## config.mk

```make
export PLATFORM = sky130hd
export DESIGN_NAME = frame_encoder
export DESIGN_NICKNAME = d
export VERILOG_FILES = /design/src/rtl/frame_enc_pkg.sv /design/src/rtl/frame_fill_gen.sv /design/src/rtl/frame_disparity.sv /design/src/rtl/frame_encoder.sv
export SDC_FILE = /design/constraint.sdc
export NUM_CORES = 1
export LEC_CHECK = 0
export BUFFER_PORTS_ARGS = -buffer_cell sky130_fd_sc_hd__buf_4
export CORE_ASPECT_RATIO = 0.5
export CORE_MARGIN = 10
export CORE_UTILIZATION = 50
export CTS_CLUSTER_DIAMETER = 120
export DETAILED_ROUTE_END_ITERATION = 12
export HOLD_SLACK_MARGIN = 0.03
export PLACE_DENSITY = 0.7
export SETUP_SLACK_MARGIN = 0.05
export SYNTH_ARGS = -nofsm -noshare
export SYNTH_HDL_FRONTEND = slang
export SYNTH_HIERARCHICAL = 1
export SYNTH_SLANG_ARGS = --single-unit
```

## constraint.sdc

```tcl
create_clock -name clk -period 19.5 [get_ports clk]
set_input_delay 3.9 -clock clk [delete_from_list [all_inputs] [get_ports clk]]
set_output_delay 3.9 -clock clk [all_outputs]
set_load 0.005 [all_outputs]
```

## src/rtl/frame_enc_pkg.sv

```systemverilog
package frame_enc_pkg;
    localparam int CODE_W = 4;

    // Bits 2 and 1 always differ: the master transition is fixed.
    localparam logic [CODE_W-1:0] CODE_DATA = 4'b1100;
    localparam logic [CODE_W-1:0] CODE_CTRL = 4'b1101;
    localparam logic [CODE_W-1:0] CODE_FILL = 4'b1010;

    typedef enum logic [1:0] {
        KIND_FILL,
        KIND_DATA,
        KIND_CTRL
    } frame_kind_e;
endpackage

```

## src/rtl/frame_fill_gen.sv

```systemverilog
module frame_fill_gen #(
    parameter int MAX_W    = 20,
    parameter int NARROW_W = 16
) (
    input  logic             wide,
    input  logic             locked,
    input  logic             pick_high,
    output logic [MAX_W-1:0] field
);
    localparam int HALF_WIDE   = MAX_W / 2;
    localparam int HALF_NARROW = NARROW_W / 2;

    logic [MAX_W-1:0] sq_wide;
    logic [MAX_W-1:0] sq_narrow;

    for (genvar i = 0; i < MAX_W; i++) begin : g_bit
        assign sq_wide[i]   = (i < HALF_WIDE);
        assign sq_narrow[i] = (i < HALF_NARROW);
    end

    always_comb begin
        field = wide ? sq_wide : sq_narrow;
        if (locked) begin
            if (wide) begin
                field[HALF_WIDE-1] = pick_high;
                field[HALF_WIDE]   = pick_high;
            end else begin
                field[HALF_NARROW-1] = pick_high;
                field[HALF_NARROW]   = pick_high;
            end
        end
    end
endmodule

```

## src/rtl/frame_disparity.sv

```systemverilog
module frame_disparity #(
    parameter int FRAME_W = 24,
    parameter int RD_W    = 8
) (
    input  logic [FRAME_W-1:0]     bits,
    input  logic [FRAME_W-1:0]     mask,
    output logic signed [RD_W-1:0] disp
);
    int ones;
    int total;

    always_comb begin
        ones  = 0;
        total = 0;
        for (int i = 0; i < FRAME_W; i++) begin
            if (mask[i]) begin
                total = total + 1;
                if (bits[i]) ones = ones + 1;
            end
        end
        disp = RD_W'(2 * ones - total);
    end
endmodule

```

## src/rtl/frame_encoder.sv

```systemverilog
module frame_encoder
    import frame_enc_pkg::*;
#(
    parameter int MAX_W    = 20,
    parameter int NARROW_W = 16
) (
    input  logic                      clk,
    input  logic                      rst_n,
    input  logic                      wide_mode,
    input  logic [MAX_W-1:0]          word_in,
    input  logic                      data_avail,
    input  logic                      ctrl_avail,
    input  logic                      send_enable,
    input  logic                      force_fill,
    input  logic                      link_locked,
    output logic [MAX_W+CODE_W-1:0]   frame_out
);
    localparam int FRAME_W = MAX_W + CODE_W;
    localparam int RD_W    = $clog2(FRAME_W) + 3;
    localparam logic [MAX_W-1:0] WIDE_MASK   = {MAX_W{1'b1}};
    localparam logic [MAX_W-1:0] NARROW_MASK = {{(MAX_W-NARROW_W){1'b0}}, {NARROW_W{1'b1}}};

    typedef struct packed {
        logic [FRAME_W-1:0]     frame;
        logic signed [RD_W-1:0] rd;
    } enc_state_t;

    enc_state_t state_d, state_q;

    logic signed [RD_W-1:0] rd_now;
    logic signed [RD_W-1:0] disp_raw;
    logic [MAX_W-1:0]       fill_field;
    logic [MAX_W-1:0]       data_mask;
    logic [FRAME_W-1:0]     full_mask;
    logic [FRAME_W-1:0]     raw_frame;
    logic [CODE_W-1:0]      code_sel;
    frame_kind_e            kind;
    logic                   invert;

    assign rd_now = state_q.rd;

    frame_fill_gen #(.MAX_W(MAX_W), .NARROW_W(NARROW_W)) i_fill (
        .wide      (wide_mode),
        .locked    (link_locked),
        .pick_high (rd_now[RD_W-1]),
        .field     (fill_field)
    );

    frame_disparity #(.FRAME_W(FRAME_W), .RD_W(RD_W)) i_disp (
        .bits (raw_frame),
        .mask (full_mask),
        .disp (disp_raw)
    );

    always_comb begin
        data_mask = wide_mode ? WIDE_MASK : NARROW_MASK;
        full_mask = {{CODE_W{1'b1}}, data_mask};

        if (!link_locked || force_fill || !send_enable)
            kind = KIND_FILL;
        else if (ctrl_avail)
            kind = KIND_CTRL;
        else if (data_avail)
            kind = KIND_DATA;
        else
            kind = KIND_FILL;

        unique case (kind)
            KIND_CTRL: code_sel = CODE_CTRL;
            KIND_DATA: code_sel = CODE_DATA;
            default:   code_sel = CODE_FILL;
        endcase

        if (kind == KIND_FILL)
            raw_frame = {code_sel, fill_field};
        else
            raw_frame = {code_sel, word_in & data_mask};

        invert = (kind != KIND_FILL) && (disp_raw != '0) && (rd_now != '0)
                 && (disp_raw[RD_W-1] == rd_now[RD_W-1]);

        state_d = state_q;
        if (invert) begin
            state_d.frame = ~raw_frame & full_mask;
            state_d.rd    = rd_now - disp_raw;
        end else begin
            state_d.frame = raw_frame;
            state_d.rd    = rd_now + disp_raw;
        end
    end

    always_ff @(posedge clk) begin
        if (!rst_n) begin
            state_q.frame <= {CODE_FILL, {MAX_W{1'b0}}};
            state_q.rd    <= '0;
        end else begin
            state_q <= state_d;
        end
    end

    assign frame_out = state_q.frame;

    // master transition always present in the coding field
    p_code_edge_r10: assert property (@(posedge clk) disable iff (!rst_n)
        frame_out[MAX_W+2] != frame_out[MAX_W+1]);

    // no payload before lock
    p_unlocked_fill_r3: assert property (@(posedge clk) disable iff (!rst_n)
        !link_locked |=> frame_out[FRAME_W-1 -: CODE_W] == CODE_FILL);

    // an error condition forces an uncomplemented fill
    p_forced_fill_r4: assert property (@(posedge clk) disable iff (!rst_n)
        force_fill |=> frame_out[FRAME_W-1 -: CODE_W] == CODE_FILL);

    // control wins over data
    p_ctrl_priority_r6: assert property (@(posedge clk) disable iff (!rst_n)
        (link_locked && send_enable && !force_fill && ctrl_avail) |=>
        (frame_out[FRAME_W-1 -: CODE_W] == CODE_CTRL ||
         frame_out[FRAME_W-1 -: CODE_W] == ~CODE_CTRL));

    // running disparity stays bounded
    p_rd_bound_r8: assert property (@(posedge clk) disable iff (!rst_n)
        (rd_now <= $signed(RD_W'(FRAME_W))) && (rd_now >= -$signed(RD_W'(FRAME_W))));

    // unused upper data bits stay low in narrow mode
    p_narrow_zero_r9: assert property (@(posedge clk) disable iff (!rst_n)
        !wide_mode |=> frame_out[MAX_W-1:NARROW_W] == '0);
endmodule

```

==> results by group <==
Run status
  – Outcome: finished clean

Setup path
  – Cell family with most CP delay: adder cells
  – Required time at the endpoint of the critical path: 19.64 ns
  – Critical path start-end classification: in2reg
  – Most numerous cell on the critical path: sky130_fd_sc_hd__ha_1
  – R2R setup slack: 6.68 ns
  – Max incr delay on CP: 0.54 ns
  – Arr. time, crit path: 18.86 ns
  – Largest driver fanout on the critical path: 5
  – Critical-path cell with the highest stage delay: sky130_fd_sc_hd__or4_4
  – Critical register-to-register path endpoint: rd_now[6]$_SDFF_PN0_
  – Number of buffer and inverter instances along the worst setup path: 1
  – Source of the worst register-to-register timing path: rd_now[7]$_SDFF_PN0_
  – Setup crit start kind: input port
  – Critical path capture point type: flip-flop
  – Worst r2r path cells: 65

Yosys
  – Post-synthesis instance total: 1119
  – Sequential cell area fraction in the yosys report: 0.0739
  – Post-synthesis register bit count: 32
  – Synth top area cells: sky130_fd_sc_hd__xnor2_1, sky130_fd_sc_hd__ha_1, sky130_fd_sc_hd__dfxtp_1
  – Proportion of register bits with asynchronous set or reset after synthesis: 0
  – Library cells used by synthesis: 99
  – Cell taking the most area after synthesis: sky130_fd_sc_hd__xnor2_1
  – Total standard cell area after synthesis: 8670 um^2
  – Most frequently used flop master after synthesis: sky130_fd_sc_hd__dfxtp_1
  – Number of enable flip-flop cells after synthesis: 0
  – Synth warnings: 6
  – Area share of the leading cell type in the synthesized netlist: 0.124
  – Average instance area after synthesis: 7.75 um^2

STA
  – Setup TNS: 0 ns
  – Maximum clock rate: 0.0534 GHz
  – Max-slew violation count: 0
  – Final period util: 0.960
  – Minimum clock period: 18.71 ns
  – Actual transition at the worst max-transition pin: 0.886 ns
  – Relative slew margins: 0.405
  – Maximum clock skew at final layout: 0.00286 ns
  – Final Setup Violations: 0
  – Final hold viol count: 0

Worst hold path
  – Worst Hold Launch: rd_now[0]$_SDFF_PN0_
  – Class of the worst hold path: reg2reg
  – Hold Path Cell Cnt: 3
  – Hold Crit Endpoint: rd_now[0]$_SDFF_PN0_

Die
  – Area of the core region: 16700 um^2
  – Ports placed on the boundary: 52
  – Number of placement rows: 33
  – Die Wd: 206 um
  – Vertical die dimension: 113 um
  – DIE AREA: 23300 um^2
  – Starting Density: 0.520

Route
  – First DRT Iteration DRCs: 253
  – Overall via count from detail_route: 7707
  – Final wirelength: 19.3 mm
  – First-pass detailed-route iteration total: 5
  – Wire length per cell: 13.4 um
  – Drt drc: 0
  – Number of nets with antenna violations after routing: 0
  – Detailed-route vias per instance: 5.33

Finish
  – Fraction of final layout cells sized beyond drive strength 1: 0.191
  – Core Util, Final: 0.588
  – Layout net count: 1312
  – Count of inserted antenna diode cells: 0
  – Most common cell after layout, fill and taps aside: sky130_fd_sc_hd__nand2_1
  – Highest-count cells in the layout ignoring fill and taps: sky130_fd_sc_hd__nand2_1, sky130_fd_sc_hd__xnor2_1, sky130_fd_sc_hd__nor2_1
  – Layout overhead on the synthesized area: 13.2%

Global routing
  – Global-route wire length before repair: 32.2 mm
  – Residual overflow from global routing: 0
  – Maximum number of pins on one net before global-route repair: 48
  – Number of antenna violations at the first check in global routing: 0
  – Total Routing Usage GR: 0.159
  – Vias in the first global route: 7227

CTS
  – Clock tree from TritonCTS: built
  – Skew-Pair Late Insertion Delay: 0.28 ns
  – Number of clock buffers inserted by TritonCTS: 5
  – Hold buffers post-CTS: 0
  – Clock H-tree levels: 2
  – Buffer cell driving the clock tree root: sky130_fd_sc_hd__clkbuf_16
  – Post-CTS clock slew at the launch and capture registers of the worst setup and hold paths: 0.05 ns
  – Number of buffers on the longest clock path: 2
  – Count of clock tree sinks: 32

Placement
  – Number of buffers added on ports: 51
  – Final weighted congestion in routability-driven placement: 0.897
  – Post-DP HPWL: 15.9 mm

Job
  – Count of max-cap constraint violations: 0
-- per-stage QoR --
step	hold WS [ns]	setup slack, ns	cell area, um^2	instances
floorplan	0.542	0.582	8970	1198
global placement	0.559	0.156	9370	1431
detailed placement	0.571	-0.387	9370	1431
CTS	0.575	0.103	9510	1436
global route	0.613	-0.247	9810	1445
finish	0.574	0.786	9810	1445
-- how the worst max path moves through the flow --
| stage | to | slack, ns | cells after the start | from |
|---|---|---|---|---|
| 2_1_floorplan | rd_now[7]$_SDFF_PN0_ | 0.58 | 86 | link_locked |
| 3_3_place_gp | rd_now[7]$_SDFF_PN0_ | 0.16 | 83 | link_locked |
| 3_5_place_dp | rd_now[7]$_SDFF_PN0_ | -0.39 | 83 | link_locked |
| 4_1_cts | rd_now[7]$_SDFF_PN0_ | 0.10 | 87 | link_locked |
| 5_1_grt | rd_now[7]$_SDFF_PN0_ | -0.25 | 87 | link_locked |
| 6_report | rd_now[6]$_SDFF_PN0_ | 0.79 | 87 | link_locked |
-- tightest hold or removal path, delay by kind of cell (launching register included) --
family	cells	cell delay, ns
fa+ha+maj	1	0.12
simple gates	1	0.04
buf+inv	1	0.05
flops	1	0.31
-- logic make-up (layout without fill, tap and decap cells) --
logic type / count (synthesis) / after routing / share of synthesized area
AOI/OAI and AO/OA: 204 / 204 / 0.166
xor gates and xnor gates: 217 / 217 / 0.276
adders and majority gates: 68 / 68 / 0.0987
buffers and inverters: 100 / 120 / 0.0583
DFF: 32 / 32 / 0.0739
muxes: 42 / 42 / 0.0528
other: 3 / 82 / 0.00130
and+or+nand+nor: 453 / 453 / 0.273
-- cell usage after synthesis (7+ instances only) --
master	count
sky130_fd_sc_hd__o22ai_1	13
sky130_fd_sc_hd__and2_1	19
sky130_fd_sc_hd__a21oi_1	48
sky130_fd_sc_hd__dfxtp_1	32
sky130_fd_sc_hd__nand3_1	62
sky130_fd_sc_hd__a21o_1	12
sky130_fd_sc_hd__nor3b_2	16
sky130_fd_sc_hd__ha_1	62
sky130_fd_sc_hd__or3_1	8
sky130_fd_sc_hd__inv_1	43
sky130_fd_sc_hd__xor2_1	51
sky130_fd_sc_hd__buf_6	7
sky130_fd_sc_hd__xnor3_1	8
sky130_fd_sc_hd__xnor2_1	123
sky130_fd_sc_hd__mux2_2	30
sky130_fd_sc_hd__xnor2_2	16
sky130_fd_sc_hd__mux2i_1	12
sky130_fd_sc_hd__nand2_1	134
sky130_fd_sc_hd__buf_2	7
sky130_fd_sc_hd__nand2b_1	11
sky130_fd_sc_hd__nand3b_1	10
sky130_fd_sc_hd__buf_4	18
sky130_fd_sc_hd__clkbuf_1	22
sky130_fd_sc_hd__nor2_1	89
sky130_fd_sc_hd__nand4_1	15
sky130_fd_sc_hd__or2_2	8
sky130_fd_sc_hd__o21ai_0	27
sky130_fd_sc_hd__and3_1	13
sky130_fd_sc_hd__nor3_1	21
sky130_fd_sc_hd__a31oi_1	13
sky130_fd_sc_hd__nor3b_1	7
sky130_fd_sc_hd__nor2b_1	11
sky130_fd_sc_hd__o31ai_1	7
-- routing by layer --
metal | up-vias | share of wire | GRT usage
li1 | 4075 | - | -
met4 | 0 | 0.0066 | 0.0169
met1 | 3564 | 0.48 | 0.199
met5 | - | 0 | 0
met2 | 56 | 0.50 | 0.293
met3 | 12 | 0.016 | 0.0182
-- flip-flops by register name (all words and copies together) (netlist names) --
signal / count
frame_out: 24
rd_now: 8
-- cell type report --
type	instances	area, um^2
Sequential cell	32	641
Clock buffer	5	125
Fill cell	1534	6870
Tap cell	227	284
Timing Repair Buffer	69	518
Inverter	46	174
Multi-Input combinational cell	1066	8070
-- timing repair --
item | 4_1_cts | 5_1_grt
gates cloned | 0 | 0
endpoints found under the setup margin | 4 | 31
pin swaps | 1 | 26
resized for setup | 5 | 50
buffers inserted | 0 | 9
Power is left out: the tool's default activity adds up to more than one toggle a clock period on the data nets, which glitch-free logic cannot reach.
